$ cat src/rtl/scroll_sel_pkg.sv
package scroll_sel_pkg;

  typedef enum logic [1:0] {
    HS_FULL  = 2'd0,
    HS_ROW   = 2'd1,
    HS_LINE  = 2'd2,
    HS_SPARE = 2'd3
  } hs_mode_e;

  localparam logic [1:0] REG_MODE  = 2'd0;
  localparam logic [1:0] REG_HBASE = 2'd1;
  localparam logic [1:0] REG_SIZE  = 2'd2;

  localparam int MODE_VCOL_BIT = 2;
  localparam int SIZE_W_LSB    = 0;
  localparam int SIZE_H_LSB    = 4;

endpackage

$ cat src/rtl/scroll_cfg_regs.sv
module scroll_cfg_regs
  import scroll_sel_pkg::*;
#(
  parameter int DATA_W  = 16,
  parameter int HADDR_W = 16
) (
  input  logic               clk,
  input  logic               rst_n,
  input  logic               cfg_we,
  input  logic [1:0]         cfg_addr,
  input  logic [DATA_W-1:0]  cfg_wdata,
  output hs_mode_e           hmode,
  output logic               vcol,
  output logic [HADDR_W-1:0] hbase,
  output logic [1:0]         wcode,
  output logic [1:0]         hcode
);

  always_ff @(posedge clk or negedge rst_n) begin
    if (!rst_n) begin
      hmode <= HS_FULL;
      vcol  <= 1'b0;
      hbase <= '0;
      wcode <= 2'd0;
      hcode <= 2'd0;
    end else if (cfg_we) begin
      case (cfg_addr)
        REG_MODE: begin
          hmode <= hs_mode_e'(cfg_wdata[1:0]);
          vcol  <= cfg_wdata[MODE_VCOL_BIT];
        end
        REG_HBASE: hbase <= HADDR_W'(cfg_wdata);
        REG_SIZE: begin
          wcode <= cfg_wdata[SIZE_W_LSB +: 2];
          hcode <= cfg_wdata[SIZE_H_LSB +: 2];
        end
        default: ;
      endcase
    end
  end

endmodule

$ cat src/rtl/scroll_addr_gen.sv
module scroll_addr_gen
  import scroll_sel_pkg::*;
#(
  parameter int LINE_W    = 8,
  parameter int COL_W     = 9,
  parameter int HADDR_W   = 16,
  parameter int VIDX_W    = 6,
  parameter int ROW_LINES = 8,
  parameter int COL_PIX   = 16,
  parameter int ENTRY_B   = 2
) (
  input  logic [LINE_W-1:0]  line,
  input  logic [COL_W-1:0]   col,
  input  logic               plane,
  input  hs_mode_e           hmode,
  input  logic               vcol,
  input  logic [HADDR_W-1:0] hbase,
  output logic [HADDR_W-1:0] hs_addr,
  output logic [VIDX_W-1:0]  vs_idx
);

  localparam int ROW_LOG   = $clog2(ROW_LINES);
  localparam int COL_LOG   = $clog2(COL_PIX);
  localparam int ENT_LOG   = $clog2(ENTRY_B);
  localparam int STRIDE_LG = ENT_LOG + 1;

  logic [LINE_W-1:0]  row_line;
  logic [LINE_W-1:0]  sel_line;
  logic [HADDR_W-1:0] line_term;
  logic [HADDR_W-1:0] plane_term;
  logic [VIDX_W-1:0]  col_grp;

  generate
    if (ROW_LOG == 0) begin : g_row_plain
      assign row_line = line;
    end else begin : g_row_mask
      assign row_line = {line[LINE_W-1:ROW_LOG], {ROW_LOG{1'b0}}};
    end
  endgenerate

  always_comb begin
    case (hmode)
      HS_ROW:  sel_line = row_line;
      HS_LINE: sel_line = line;
      default: sel_line = '0;
    endcase
    line_term  = HADDR_W'(sel_line) << STRIDE_LG;
    plane_term = HADDR_W'(plane) << ENT_LOG;
    hs_addr    = hbase + line_term + plane_term;
  end

  always_comb begin
    col_grp = VIDX_W'(col >> COL_LOG);
    if (vcol) vs_idx = (col_grp << 1) | VIDX_W'(plane);
    else      vs_idx = VIDX_W'(plane);
  end

endmodule

$ cat src/rtl/scroll_coord_calc.sv
module scroll_coord_calc #(
  parameter int LINE_W  = 8,
  parameter int COL_W   = 9,
  parameter int OFS_W   = 10,
  parameter int MIN_LOG = 8
) (
  input  logic [LINE_W-1:0] line,
  input  logic [COL_W-1:0]  col,
  input  logic [OFS_W-1:0]  hoff,
  input  logic [OFS_W-1:0]  voff,
  input  logic [1:0]        wcode,
  input  logic [1:0]        hcode,
  output logic [OFS_W-1:0]  px,
  output logic [OFS_W-1:0]  py
);

  function automatic logic [OFS_W-1:0] size_mask(input logic [1:0] code);
    int lg;
    lg = MIN_LOG + int'(code);
    if (lg >= OFS_W) return '1;
    return OFS_W'((1 << lg) - 1);
  endfunction

  logic [OFS_W-1:0] x_raw;
  logic [OFS_W-1:0] y_raw;

  always_comb begin
    x_raw = OFS_W'(col) - hoff;
    y_raw = OFS_W'(line) + voff;
    px    = x_raw & size_mask(wcode);
    py    = y_raw & size_mask(hcode);
  end

endmodule

$ cat src/rtl/plane_scroll_sel.sv
module plane_scroll_sel
  import scroll_sel_pkg::*;
#(
  parameter int LINE_W    = 8,
  parameter int COL_W     = 9,
  parameter int OFS_W     = 10,
  parameter int DATA_W    = 16,
  parameter int HADDR_W   = 16,
  parameter int VIDX_W    = 6,
  parameter int ROW_LINES = 8,
  parameter int COL_PIX   = 16,
  parameter int MIN_LOG   = 8
) (
  input  logic               clk,
  input  logic               rst_n,
  input  logic               cfg_we,
  input  logic [1:0]         cfg_addr,
  input  logic [DATA_W-1:0]  cfg_wdata,
  input  logic               req_valid,
  output logic               req_ready,
  input  logic [LINE_W-1:0]  req_line,
  input  logic [COL_W-1:0]   req_col,
  input  logic               req_plane,
  output logic               hs_rd,
  output logic [HADDR_W-1:0] hs_addr,
  input  logic [DATA_W-1:0]  hs_data,
  output logic               vs_rd,
  output logic [VIDX_W-1:0]  vs_idx,
  input  logic [DATA_W-1:0]  vs_data,
  output logic               out_valid,
  input  logic               out_ready,
  output logic [OFS_W-1:0]   out_x,
  output logic [OFS_W-1:0]   out_y
);

  hs_mode_e           hmode;
  logic               vcol;
  logic [HADDR_W-1:0] hbase;
  logic [1:0]         wcode;
  logic [1:0]         hcode;

  scroll_cfg_regs #(.DATA_W(DATA_W), .HADDR_W(HADDR_W)) u_regs (
    .clk(clk), .rst_n(rst_n), .cfg_we(cfg_we), .cfg_addr(cfg_addr),
    .cfg_wdata(cfg_wdata), .hmode(hmode), .vcol(vcol), .hbase(hbase),
    .wcode(wcode), .hcode(hcode)
  );

  scroll_addr_gen #(
    .LINE_W(LINE_W), .COL_W(COL_W), .HADDR_W(HADDR_W), .VIDX_W(VIDX_W),
    .ROW_LINES(ROW_LINES), .COL_PIX(COL_PIX), .ENTRY_B(2)
  ) u_addr (
    .line(req_line), .col(req_col), .plane(req_plane), .hmode(hmode),
    .vcol(vcol), .hbase(hbase), .hs_addr(hs_addr), .vs_idx(vs_idx)
  );

  // Stage 1: request waiting for (or holding) its scroll words.
  logic              s1_valid;
  logic              s1_fresh;
  logic [LINE_W-1:0] s1_line;
  logic [COL_W-1:0]  s1_col;
  logic [1:0]        s1_wcode;
  logic [1:0]        s1_hcode;
  logic [OFS_W-1:0]  s1_hoff_q;
  logic [OFS_W-1:0]  s1_voff_q;
  logic [OFS_W-1:0]  hoff_sel;
  logic [OFS_W-1:0]  voff_sel;
  logic [OFS_W-1:0]  calc_x;
  logic [OFS_W-1:0]  calc_y;
  logic              accept;
  logic              s2_load;

  assign s2_load   = s1_valid && (!out_valid || out_ready);
  assign req_ready = !s1_valid || s2_load;
  assign accept    = req_valid && req_ready;
  assign hs_rd     = accept;
  assign vs_rd     = accept;

  assign hoff_sel = s1_fresh ? hs_data[OFS_W-1:0] : s1_hoff_q;
  assign voff_sel = s1_fresh ? vs_data[OFS_W-1:0] : s1_voff_q;

  logic unused_hi;
  assign unused_hi = ^{hs_data[DATA_W-1:OFS_W], vs_data[DATA_W-1:OFS_W]};

  always_ff @(posedge clk or negedge rst_n) begin
    if (!rst_n) begin
      s1_valid  <= 1'b0;
      s1_fresh  <= 1'b0;
      s1_line   <= '0;
      s1_col    <= '0;
      s1_wcode  <= 2'd0;
      s1_hcode  <= 2'd0;
      s1_hoff_q <= '0;
      s1_voff_q <= '0;
    end else begin
      if (accept) begin
        s1_valid <= 1'b1;
        s1_line  <= req_line;
        s1_col   <= req_col;
        s1_wcode <= wcode;
        s1_hcode <= hcode;
      end else if (s2_load) begin
        s1_valid <= 1'b0;
      end
      s1_fresh <= accept;
      if (s1_valid && s1_fresh && !s2_load) begin
        s1_hoff_q <= hs_data[OFS_W-1:0];
        s1_voff_q <= vs_data[OFS_W-1:0];
      end
    end
  end

  scroll_coord_calc #(
    .LINE_W(LINE_W), .COL_W(COL_W), .OFS_W(OFS_W), .MIN_LOG(MIN_LOG)
  ) u_calc (
    .line(s1_line), .col(s1_col), .hoff(hoff_sel), .voff(voff_sel),
    .wcode(s1_wcode), .hcode(s1_hcode), .px(calc_x), .py(calc_y)
  );

  always_ff @(posedge clk or negedge rst_n) begin
    if (!rst_n) begin
      out_valid <= 1'b0;
      out_x     <= '0;
      out_y     <= '0;
    end else if (s2_load) begin
      out_valid <= 1'b1;
      out_x     <= calc_x;
      out_y     <= calc_y;
    end else if (out_ready) begin
      out_valid <= 1'b0;
    end
  end

endmodule

$ cat config.mk
export PLATFORM = sky130hd
export DESIGN_NAME = plane_scroll_sel
export DESIGN_NICKNAME = d
export VERILOG_FILES = /design/src/rtl/scroll_sel_pkg.sv /design/src/rtl/scroll_cfg_regs.sv /design/src/rtl/scroll_addr_gen.sv /design/src/rtl/scroll_coord_calc.sv /design/src/rtl/plane_scroll_sel.sv
export SDC_FILE = /design/constraint.sdc
export NUM_CORES = 1
export LEC_CHECK = 0
export BUFFER_PORTS_ARGS = -buffer_cell sky130_fd_sc_hd__clkbuf_2
export CELL_PAD_IN_SITES_DETAIL_PLACEMENT = 0
export CELL_PAD_IN_SITES_GLOBAL_PLACEMENT = 1
export CORE_ASPECT_RATIO = 0.6
export CORE_MARGIN = 5
export CORE_UTILIZATION = 42
export DETAILED_ROUTE_END_ITERATION = 8
export GPL_TIMING_DRIVEN = 0
export PLACE_DENSITY = 0.88
export SKIP_LAST_GASP = 1
export SYNTH_ARGS = -nofsm -noshare
export SYNTH_HDL_FRONTEND = slang
export SYNTH_SLANG_ARGS = --single-unit
$ cat constraint.sdc
create_clock -name clk -period 3 [get_ports clk]
set_input_delay 0.15 -clock clk [delete_from_list [all_inputs] [get_ports clk]]
set_output_delay 0.15 -clock clk [all_outputs]
set_load 0.02 [all_outputs]
==> key figures <==
Status
  – Status: finished with violations
  – Failing checks: negative setup slack

Layout
  – FILL cells: 991
  – Cell Count, Final, Fillers Out: between 700 and 800
  – ANT cells: 0
  – Final net count: 657
  – Layout area overhead: 27.8%
  – Post-route cell area: 0.00609 sq mm
  – Share of post-route cells with drive strength above 1: 0.419

Detailed routing
  – Antenna viol nets, final: 0
  – Total Wirelength: ~12 mm
  – Via/cell ratio: ~5.2
  – Vias: ~3600
  – DRC: 0
  – DR WL/cell: around 17 um
  – Drt first pass iters: 5
  – Starting DRC count in detailed routing: 194

Worst setup path
  – Data required, critical path: ~2.9 ns
  – FF-to-FF Start: s1_fresh$_DFF_PN0_
  – Crit path max fanout: 5
  – Worst path arrival time: around 2.9 ns
  – Setup CP Type: reg2out
  – Endpoint class of the critical path: output pin
  – Startpoint Class: flop
  – CP max-delay cell: dfrtp_1
  – Cell mode on critical path: buf_4
  – Slowest Stage Delay on Critical Path: between 0.3 and 0.4 ns
  – CP startpoint: u_regs.hmode[0]$_DFFE_PN0P_
  – Critical Path, Cell by Cell: inv_2, ha_4, and2_1, ha_1, nor2b_1, o31a_1, nor4_2, o31ai_1, buf_4, nand4_1, xnor2_2, buf_4

STA
  – Unrepaired setup endpoints after global routing: yes
  – Post-route minimum period: 3.06 ns
  – Worst Max-Slew Pin Slew: slightly below 0.7 ns
  – Slew Viols, Final: 0
  – Hold_ws: about 0.018 ns
  – Slew HR: 0.542
  – Endpoints failing setup: 4
  – Setup_tns: -0.106 ns
  – FMAX: 0.327 GHz
  – Endpoints failing hold: 0
  – Post-route setup slack: -0.0572 ns
  – Clock Skew: 0.00680 ns
  – Final Cycle Share: 1.02

Hold path
  – Hold path startpoint: req_valid
  – Worst hold path class: in2reg

Synth
  – Async set-reset flop share out of synthesis: 1.00
  – Top cell type's share of synthesized area: 0.457
  – Area leader, netlist: dfrtp_1
  – Post-synth EDFFs: 0
  – Number of synthesized register bits: 87
  – Syn Area/Cell: around 11 sq um
  – Synth top area cells: dfrtp_1, mux2_2, ha_1, o21ai_0, nand2_1
  – Top-count cell post-synth: dfrtp_1
  – Synth unique cells: 45
  – Syn_nets: 528
  – Post-synthesis sequential area ratio: 0.457
  – Warnings from Yosys: 0
  – Ys flop type: dfrtp_1
  – Top cells by count, synth: dfrtp_1, mux2_2, nand2_1
  – Cell Area, Synth: between 0.004 and 0.005 sq mm
  – Post-Synthesis Cells: between 400 and 500

CTS
  – CTS H-tree depth: 3
  – CTS sink count: slightly below 90
  – Root Buffer: clkbuf_16
  – Clk buf depth: 2
  – Clk slew on worst S/H paths: about 0.060 ns
  – Num CTS Buffers: 9
  – Worst skew pair latency: 0.34 ns
  – CTS tree: done

Place
  – Dpl hpwl: between 9 and 10 mm
  – Dpl cells: slightly below 700
  – Port Buffers: ~110
  – Routability congestion estimate: 0.814
  – Pre-CTS setup slack: -0.0485 ns
  – Post-DP Area: 0.00550 sq mm

Die
  – Core Area: 0.0112 sq mm
  – DIE AREA: 0.0136 sq mm
  – FP Rows: 30
  – Die span in y: a little over 90 um
  – Top Ports: between 100 and 150
  – Die Span X: about 150 um
  – Initial core utilization: 0.426

Pwr
  – Pwr dens: 785 mW/mm^2
  – Pleak: around 0.0029 uW
  – Max IR drop VDD: between 0.0003 and 0.0004 V

Global route
  – GRT Resource Usage Total: 0.183
  – Initial antenna violation count: 0
  – Largest net degree at the start of global routing: between 50 and 60
  – Vias in the first global route: around 3800
  – First-pass GRT wire length: 19.6 mm
  – Total congestion overflow: 0

Flow run
  – Number of max-cap violations: 0
==> through the flow <==
| stage | util | total power, uW |
|---|---|---|
| 4_1_cts | 0.538 | 4760 |
| 2_1_floorplan | - | 2870 |
| 6_report | 0.544 | 4780 |
| 3_5_place_dp | 0.492 | 3440 |
| 5_1_grt | 0.544 | 5090 |
| 3_3_place_gp | 0.489 | 3360 |
==> timing repair <==
item                                    in CTS  in global routing
hold buffers                                 1                  0
endpoints found under the setup margin      11                 11
cloned                                       0                  0
setup buffers                                9                  1
gates resized for setup                     25                 16
hold endpoints to repair                    34                  0
pin swaps                                   11                  9
==> state kept, by name (all words and copies together) (netlist names) <==
name,cells
u_regs.vcol,1
s1_col,9
s1_fresh,1
s1_hoff_q,10
out_y,10
u_regs.hcode,2
s1_line,8
out_valid,1
u_regs.hmode,2
s1_wcode,2
s1_voff_q,10
out_x,10
u_regs.wcode,2
u_regs.hbase,16
s1_hcode,2
s1_valid,1
==> worst paths after layout <==
check	cells past startpoint	slack, ns	to
worst max-delay path	12	-0.06	hs_addr[13]
worst min-delay path	2	0.02	s1_valid$_DFFE_PN0P_
worst max register to register	11	0.15	out_y[8]$_DFFE_PN0P_
worst min register to register	1	0.48	out_y[4]$_DFFE_PN0P_
max in group asynchronous	3	1.99	s1_col[8]$_DFFE_PN0P_
min in group asynchronous	2	0.36	u_regs.hbase[3]$_DFFE_PN0P_
==> critical path, delay by kind of cell (launching register included) <==
kind                     cells  cell delay (ns)
AO/OA/AOI/OAI                2             0.46
XOR/XNOR                     1             0.13
adder cells (fa/ha/maj)      2             0.51
buffers and inverters        3             0.38
flip-flops                   1             0.37
AND/OR/NAND/NOR              4             0.71
==> cell type report <==
class	instances	area [sq um]	share of cell area
multi-input cells	307	2600	0.428
flip-flops and latches	87	2180	0.358
inverters	18	67.6	0.0111
repair buffers	118	658	0.108
plain buffers	12	72.6	0.0119
clock buffers	14	294	0.0483
clock inverters	2	35.0	0.00576
well taps	144	180	0.0296
==> cells by family after synthesis <==
group	count (synthesis)	share of synthesized area
simple gates	100	0.106
compound gates	72	0.0925
fa+ha+maj	31	0.0862
mux	80	0.186
xor+xnor	24	0.0441
buf+inv	30	0.0284
flops	87	0.457
==> layout by cell type (no fill, tap or decap), drive strengths merged, types with 2 or more instances in the layout <==
cell type,instances
o21a,5
nor2b,4
nand2,41
buf,22
ha,28
a21boi,2
a211oi,3
o31ai,3
a21o,4
and2,13
a31oi,4
clkbuf,121
mux2i,12
xnor2,14
o21ai,33
inv,18
nand3b,3
mux2,68
nand3,6
dfrtp,87
fa,3
xor2,10
o31a,3
nand2b,6
nand4,4
nor3b,2
nor2,13
a21oi,9
o211ai,2
==> layer usage <==
layer  global-route usage  vias up  wire, um
met2                0.277      100      5310
met3               0.0479        9       727
li1                     -     1755         -
met4               0.0481        0       117
met5                    0        -         0
met1                0.261     1770      5970
==> power by group <==
part / internal (uW) / total [uW] / leakage [uW] / switching (uW)
sequential: 1480 / 1680 / 0.00104 / 199
combinational: 852 / 1890 / 0.00170 / 1040
clock: 758 / 1210 / 0.000165 / 449
total: 3090 / 4780 / 0.00290 / 1680
Note: power is estimated with default switching activity, not from simulation.
